$ cat config.mk
export PLATFORM = sky130hd
export DESIGN_NAME = irq_arbiter
export DESIGN_NICKNAME = d
export VERILOG_FILES = /design/src/rtl/irq_arb_pkg.sv /design/src/rtl/irq_pend_latch.sv /design/src/rtl/irq_level_pick.sv /design/src/rtl/irq_nest_track.sv /design/src/rtl/irq_arbiter.sv
export SDC_FILE = /design/constraint.sdc
export NUM_CORES = 1
export LEC_CHECK = 0
export ABC_AREA = 1
export BUFFER_PORTS_ARGS = -buffer_cell sky130_fd_sc_hd__buf_2
export CORE_UTILIZATION = 39
export CTS_CLUSTER_DIAMETER = 30
export DETAILED_ROUTE_END_ITERATION = 8
export GPL_ROUTABILITY_DRIVEN = 0
export MAX_ROUTING_LAYER = met4
export PLACE_DENSITY = 0.79
export SLEW_MARGIN = 20
export SYNTH_ARGS = -nofsm -noshare
export SYNTH_HDL_FRONTEND = slang
export SYNTH_HIERARCHICAL = 1
export SYNTH_SLANG_ARGS = --single-unit
$ cat constraint.sdc
create_clock -name clk -period 1.5 [get_ports clk]
set_input_delay 0.3 -clock clk [delete_from_list [all_inputs] [get_ports clk]]
set_output_delay 0.3 -clock clk [all_outputs]
set_load 0.01 [all_outputs]
$ cat src/rtl/irq_arb_pkg.sv
package irq_arb_pkg;

   typedef enum logic {
      LVL_LO = 1'b0,
      LVL_HI = 1'b1
   } irq_lvl_e;

   // Entry address of a channel in the low code space.
   function automatic logic [31:0] vec_addr(input int unsigned base,
                                            input int unsigned step,
                                            input int unsigned idx);
      return base + step * idx;
   endfunction

endpackage

$ cat src/rtl/irq_pend_latch.sv
module irq_pend_latch #(
   parameter int N_CH  = 5,
   parameter int N_REQ = N_CH + 1
) (
   input  logic             clk,
   input  logic             rst_n,
   input  logic             sample_en,
   input  logic [N_REQ-1:0] req_i,
   input  logic [N_CH-2:0]  clr_i,
   output logic [N_CH-1:0]  pend_o
);

   localparam int SHARED = N_CH - 1;

   for (genvar k = 0; k < N_CH; k++) begin : g_ch
      if (k == SHARED) begin : g_shared
         // Two events share this channel; the flag tracks their sampled OR.
         always_ff @(posedge clk or negedge rst_n) begin
            if (!rst_n)
               pend_o[k] <= 1'b0;
            else if (sample_en)
               pend_o[k] <= req_i[k] | req_i[k+1];
         end
      end else begin : g_sticky
         // Set by a sampled request, cleared when the CPU takes it.
         always_ff @(posedge clk or negedge rst_n) begin
            if (!rst_n)
               pend_o[k] <= 1'b0;
            else
               pend_o[k] <= (pend_o[k] & ~clr_i[k]) | (sample_en & req_i[k]);
         end
      end
   end

endmodule

$ cat src/rtl/irq_level_pick.sv
module irq_level_pick #(
   parameter  int N_CH  = 5,
   localparam int IDX_W = (N_CH > 1) ? $clog2(N_CH) : 1
) (
   input  logic [N_CH-1:0]  cand_i,
   output logic             any_o,
   output logic [IDX_W-1:0] idx_o
);

   // Lowest set index wins: fixed polling order within a level.
   always_comb begin
      any_o = |cand_i;
      idx_o = '0;
      for (int k = N_CH - 1; k >= 0; k--) begin
         if (cand_i[k]) idx_o = IDX_W'(k);
      end
   end

endmodule

$ cat src/rtl/irq_nest_track.sv
module irq_nest_track
   import irq_arb_pkg::*;
(
   input  logic     clk,
   input  logic     rst_n,
   input  logic     take_i,
   input  irq_lvl_e take_lvl_i,
   input  logic     reti_i,
   output logic [1:0] insvc_o
);

   logic hi_q, lo_q;
   logic hi_d, lo_d;

   always_comb begin
      hi_d = hi_q;
      lo_d = lo_q;
      if (reti_i) begin
         if (hi_q) hi_d = 1'b0;
         else      lo_d = 1'b0;
      end
      if (take_i) begin
         if (take_lvl_i == LVL_HI) hi_d = 1'b1;
         else                      lo_d = 1'b1;
      end
   end

   always_ff @(posedge clk or negedge rst_n) begin
      if (!rst_n) begin
         hi_q <= 1'b0;
         lo_q <= 1'b0;
      end else begin
         hi_q <= hi_d;
         lo_q <= lo_d;
      end
   end

   assign insvc_o = {hi_q, lo_q};

endmodule

$ cat src/rtl/irq_arbiter.sv
module irq_arbiter
   import irq_arb_pkg::*;
#(
   parameter int N_CH     = 5,
   parameter int ADDR_W   = 16,
   parameter int VEC_BASE = 3,
   parameter int VEC_STEP = 8
) (
   input  logic              clk,
   input  logic              rst_n,
   input  logic              sample_en,
   input  logic [N_CH:0]     req_i,
   input  logic [N_CH-1:0]   en_i,
   input  logic              glb_en,
   input  logic [N_CH-1:0]   prio_i,
   input  logic              ack_i,
   input  logic              reti_i,
   output logic              irq_o,
   output logic [ADDR_W-1:0] vec_o,
   output logic [1:0]        insvc_o
);

   localparam int N_REQ = N_CH + 1;
   localparam int IDX_W = (N_CH > 1) ? $clog2(N_CH) : 1;
   localparam int N_LVL = 2;

   // Elaboration-time parameter checks.
   if (N_CH < 2) begin : g_bad_nch
      $error("irq_arbiter: N_CH must be at least 2");
   end
   if (VEC_STEP < 1) begin : g_bad_step
      $error("irq_arbiter: VEC_STEP must be positive");
   end
   if (longint'(VEC_BASE) + longint'(VEC_STEP) * longint'(N_CH - 1)
       >= (longint'(1) << ADDR_W)) begin : g_bad_addr
      $error("irq_arbiter: vector table exceeds address width");
   end

   logic [N_CH-1:0]  pend;
   logic [N_CH-1:0]  elig;
   logic [N_CH-1:0]  cand   [N_LVL];
   logic             any_l  [N_LVL];
   logic [IDX_W-1:0] idx_l  [N_LVL];
   logic             hi_ok, lo_ok;
   logic [IDX_W-1:0] sel_idx;
   irq_lvl_e         sel_lvl;
   logic             take;
   logic [N_CH-2:0]  clr;

   irq_pend_latch #(
      .N_CH  (N_CH),
      .N_REQ (N_REQ)
   ) u_pend (
      .clk       (clk),
      .rst_n     (rst_n),
      .sample_en (sample_en),
      .req_i     (req_i),
      .clr_i     (clr),
      .pend_o    (pend)
   );

   assign elig = pend & en_i & {N_CH{glb_en}};

   // One picker per level; level 1 is the high level.
   for (genvar l = 0; l < N_LVL; l++) begin : g_lvl
      assign cand[l] = (l == 1) ? (elig & prio_i) : (elig & ~prio_i);
      irq_level_pick #(
         .N_CH (N_CH)
      ) u_pick (
         .cand_i (cand[l]),
         .any_o  (any_l[l]),
         .idx_o  (idx_l[l])
      );
   end

   assign hi_ok   = any_l[1] & ~insvc_o[1];
   assign lo_ok   = any_l[0] & ~insvc_o[1] & ~insvc_o[0];
   assign irq_o   = hi_ok | lo_ok;
   assign sel_lvl = hi_ok ? LVL_HI : LVL_LO;
   assign sel_idx = hi_ok ? idx_l[1] : idx_l[0];
   assign vec_o   = irq_o
                  ? ADDR_W'(vec_addr(VEC_BASE, VEC_STEP, int'(sel_idx)))
                  : '0;
   assign take    = ack_i & irq_o;

   // Acknowledge clears the taken channel, except the shared one.
   for (genvar k = 0; k < N_CH - 1; k++) begin : g_clr
      assign clr[k] = take & (sel_idx == IDX_W'(k));
   end

   irq_nest_track u_nest (
      .clk        (clk),
      .rst_n      (rst_n),
      .take_i     (take),
      .take_lvl_i (sel_lvl),
      .reti_i     (reti_i),
      .insvc_o    (insvc_o)
   );

endmodule

==> results list <==
- Maximum vdd ir drop: 0.7083 mV
- For this design the ratio of total power to cell area is slightly above 1000 mW/mm².
* Synthesis warning total: 6
* RSZ-0062 raised after global routing: true
- Number of I/O pins: 41
* WS Path Type: reg2out
- STA classifies the critical path startpoint as a flip-flop.
- Post-place instance area: 923.4 µm²
- Average detailed-routed wire length per instance: around 12 µm
* Final-report hold violation count: 0
* Endpoints failing setup: 12
- Once layout is done, the placed cells without fillers occupy roughly 0.0012 mm².
- TritonCTS buffer count: 3
- Initial core utilization: between 40% and 50%
* Clock transition time at the flip-flop clock pins of the worst setup and hold paths: about 0.05 ns
* Required time at the worst-slack endpoint: 1.20 ns
- In this run the worst hold path is classified as in2reg.
- Summed negative setup slack over all endpoints: -3.466 ns
- The mapped netlist covers 752.0 µm².
* Number of buffers on the longest clock path: 2
- In this run the clock root is driven by a clkbuf_4.
- Crit path max fanout: 4
- The initial antenna violation count was 0.
- TritonCTS built the clock tree.
- Based on the critical path, the design can be clocked at up to 0.5029 GHz.
- By area the synthesized netlist is led by dfrtp_1, buf_4, nand2_1.
* Wire length reported by the detailed router: about 2300 µm
* Share of layout cells above drive strength 1: 52.87%
* Half-perimeter wire length after placement: ~1500 µm
- Static Leak: ~0.64 nW
- STA puts the critical path data arrival time at 1.69 ns.
* Number of standard cells after synthesis: 131
- The number of antenna diodes in the final layout is 0.
* Kind of cell with the highest combined delay on the critical path: simple AND/OR/NAND/NOR gates
- Total buffers and inverters traversed by the critical path: 3
* Sequential-to-total area share from yosys stat: about a quarter
- The number of max-slew violations in the final report came to 0.
* Number of violations of the max-capacitance limit: 0
* Die Y: roughly 46 µm
- Maximum number of pins on one net before global-route repair: 8
- Global routing used 20.52% of the available tracks across all layers.
* Dominant cell type by count on the critical path: nand2_2
* Area of the placeable core: 0.001764 mm²
* Minimum clock period: 1.989 ns
* Routed Antenna Nets: 0
* Number of H-tree levels: 1
* Worst hold path endpoint: u_nest/hi_q
* Launching point of the worst reg2reg path: u_pend/pend_o[4]
- Global route total overflow: 0
- Global-route wire length before repair: 2967 µm
* Total number of nets in the final design: around 200
- The floorplan step defined a die boundary enclosing 0.002108 mm².
* Clock latency of the later-clocked register in the worst-skew pair: 0.25 ns
- The worst register-to-register path ends at u_pend/pend_o[0].
* CTS sink count: 7
* P&R area growth vs syn: 58.24%
* Post-synthesis sequential element count: 7
* Smallest setup slack after layout: -0.4885 ns
- Origin of the worst min-delay path: reti_i
- # DRC: 0
- For this run, the share of the core covered by cells in the final layout is ~67%.
- Cell chain of the critical path: nand3_1 > nor2_1 > inv_1 > nand3_4 > inv_2 > nor2_4 > nand2_2 > nand2_2 > nor2_2 > buf_2
* Worst hold-check slack: approximately 0.23 ns
- Run status: finished with violations
- Via/cell ratio: 4.704
* Horiz. Die Dim: 45.91 µm
* Detailed-router iteration count before antenna repair: 4
- Worst path max stage delay: 0.34 ns
- The initialized floorplan defines 15 standard-cell rows.
- Buffers placed on the I/O ports in this run total 29.
- Synth Area per Inst: 5.740 µm²
* Via count of the first global-routing pass: about 800
* Cell type with the largest total area after synthesis: dfrtp_1
- Counting instances, the worst hold path has a depth of 2.
- 1st-iter DRT viols: 15
* Critical Path Slowest Stage Cell: dfrtp_1
- R2r worst-path depth: 11
* Reg2Reg Setup Slack: -0.23 ns
* Proportion of netlist area held by the largest area contributor: 23.29%
- The detailed router placed around 940 vias in this run.
- Category of the worst setup path capture point: output pin
- On the final layout, the worst clock skew is 0.002481 ns.
- Yosys mapped the design onto 17 distinct sky130hd cell types.
* Crit share post-route: 132.6%
- The final reports fail on negative setup slack.
* Setup WS pre-CTS: -0.2829 ns
[worst max-delay path by stage]
stage | startpoint | end | slack, ns | cells after the start
6_report | u_pend/pend_o[4] | vec_o[5] | -0.49 | 10
4_1_cts | u_pend/pend_o[3] | vec_o[5] | -0.44 | 10
3_3_place_gp | glb_en | vec_o[4] | -0.20 | 10
2_1_floorplan | u_pend/pend_o[0] | vec_o[5] | 0.003 | 9
3_5_place_dp | glb_en | vec_o[5] | -0.28 | 11
5_1_grt | u_pend/pend_o[4] | vec_o[5] | -0.58 | 10
[layout by cell type (no fill, tap or decap), drive strengths merged]
cell,synthesis,routed
nor3,2,2
nor2,26,26
o21ai,6,6
clkbuf,0,4
dfrtp,7,7
a21oi,2,2
dlygate4sd3,0,1
nand2,33,33
conb,1,11
nand3,11,11
buf,15,43
inv,28,28
[final cells by class]
class | instances | area [µm²]
multi-input combinational | 91 | 575.6
tap | 25 | 31.28
clock buffer | 4 | 26.28
fill | 139 | 574.3
sequential | 7 | 175.2
inverter | 28 | 105.1
timing repair buffer | 44 | 276.5
[worst register-to-register path: stages, from the launching register on]
cell	delay (ns)
dfrtp_1	0.34
nand3_1	0.15
nor2_1	0.19
inv_1	0.13
nand3_4	0.11
nand2_4	0.09
nand2_4	0.10
buf_4	0.11
buf_6	0.10
nand3_2	0.09
nor2_2	0.12
o21ai_0	0.08
[cell usage after synthesis]
| cell type | count |
|---|---|
| a21oi_1 | 2 |
| conb_1 | 1 |
| buf_4 | 15 |
| nor2_4 | 1 |
| dfrtp_1 | 7 |
| o21ai_0 | 4 |
| nor2_1 | 23 |
| nand3_2 | 1 |
| inv_1 | 25 |
| o21ai_1 | 1 |
| o21ai_2 | 1 |
| nand2_2 | 3 |
| inv_2 | 3 |
| nand3_1 | 10 |
| nor2_2 | 2 |
| nand2_1 | 30 |
| nor3_1 | 2 |
[routing by layer]
metal / vias to the layer above / track usage [%] / wire, µm
met5: - / - / 0
met4: 0 / 11.76 / 155
met3: 16 / 1.587 / 118
met2: 51 / 38.59 / 1199
met1: 421 / 20.15 / 856
li1: 448 / - / -
[flip-flops by register name (all words and copies together) (netlist names)]
name,count
u_nest/hi_q,1
u_nest/lo_q,1
u_pend/pend_o,5
[kinds of logic after synthesis]
logic type,share of synthesized area (%)
and+or+nand+nor,41.43
buffers and inverters,28.95
AOI/OAI and AO/OA,5.823
DFF,23.29
other,0.4987
[power breakdown]
part	total [mW]	internal, mW	switching [mW]
Combinational	0.750	0.333	0.418
Sequential	0.275	0.228	0.0473
Clock	0.173	0.102	0.0710
Total	1.20	0.662	0.536
[repair_timing]
item	4_1_cts	5_1_grt
pin swaps	12	18
hold buffers	1	0
endpoints found under the setup margin	12	12
gates resized for setup	11	35
setup buffers	4	4
endpoints found under the hold margin	7	0
[per-stage QoR]
step | power (mW) | std cells
3_5_place_dp | 0.7778 | 186
5_1_grt | 1.288 | 199
2_1_floorplan | 0.6496 | 141
6_report | 1.198 | 199
3_3_place_gp | 0.7603 | 186
4_1_cts | 1.022 | 195
(Power assumes the default switching activity.)
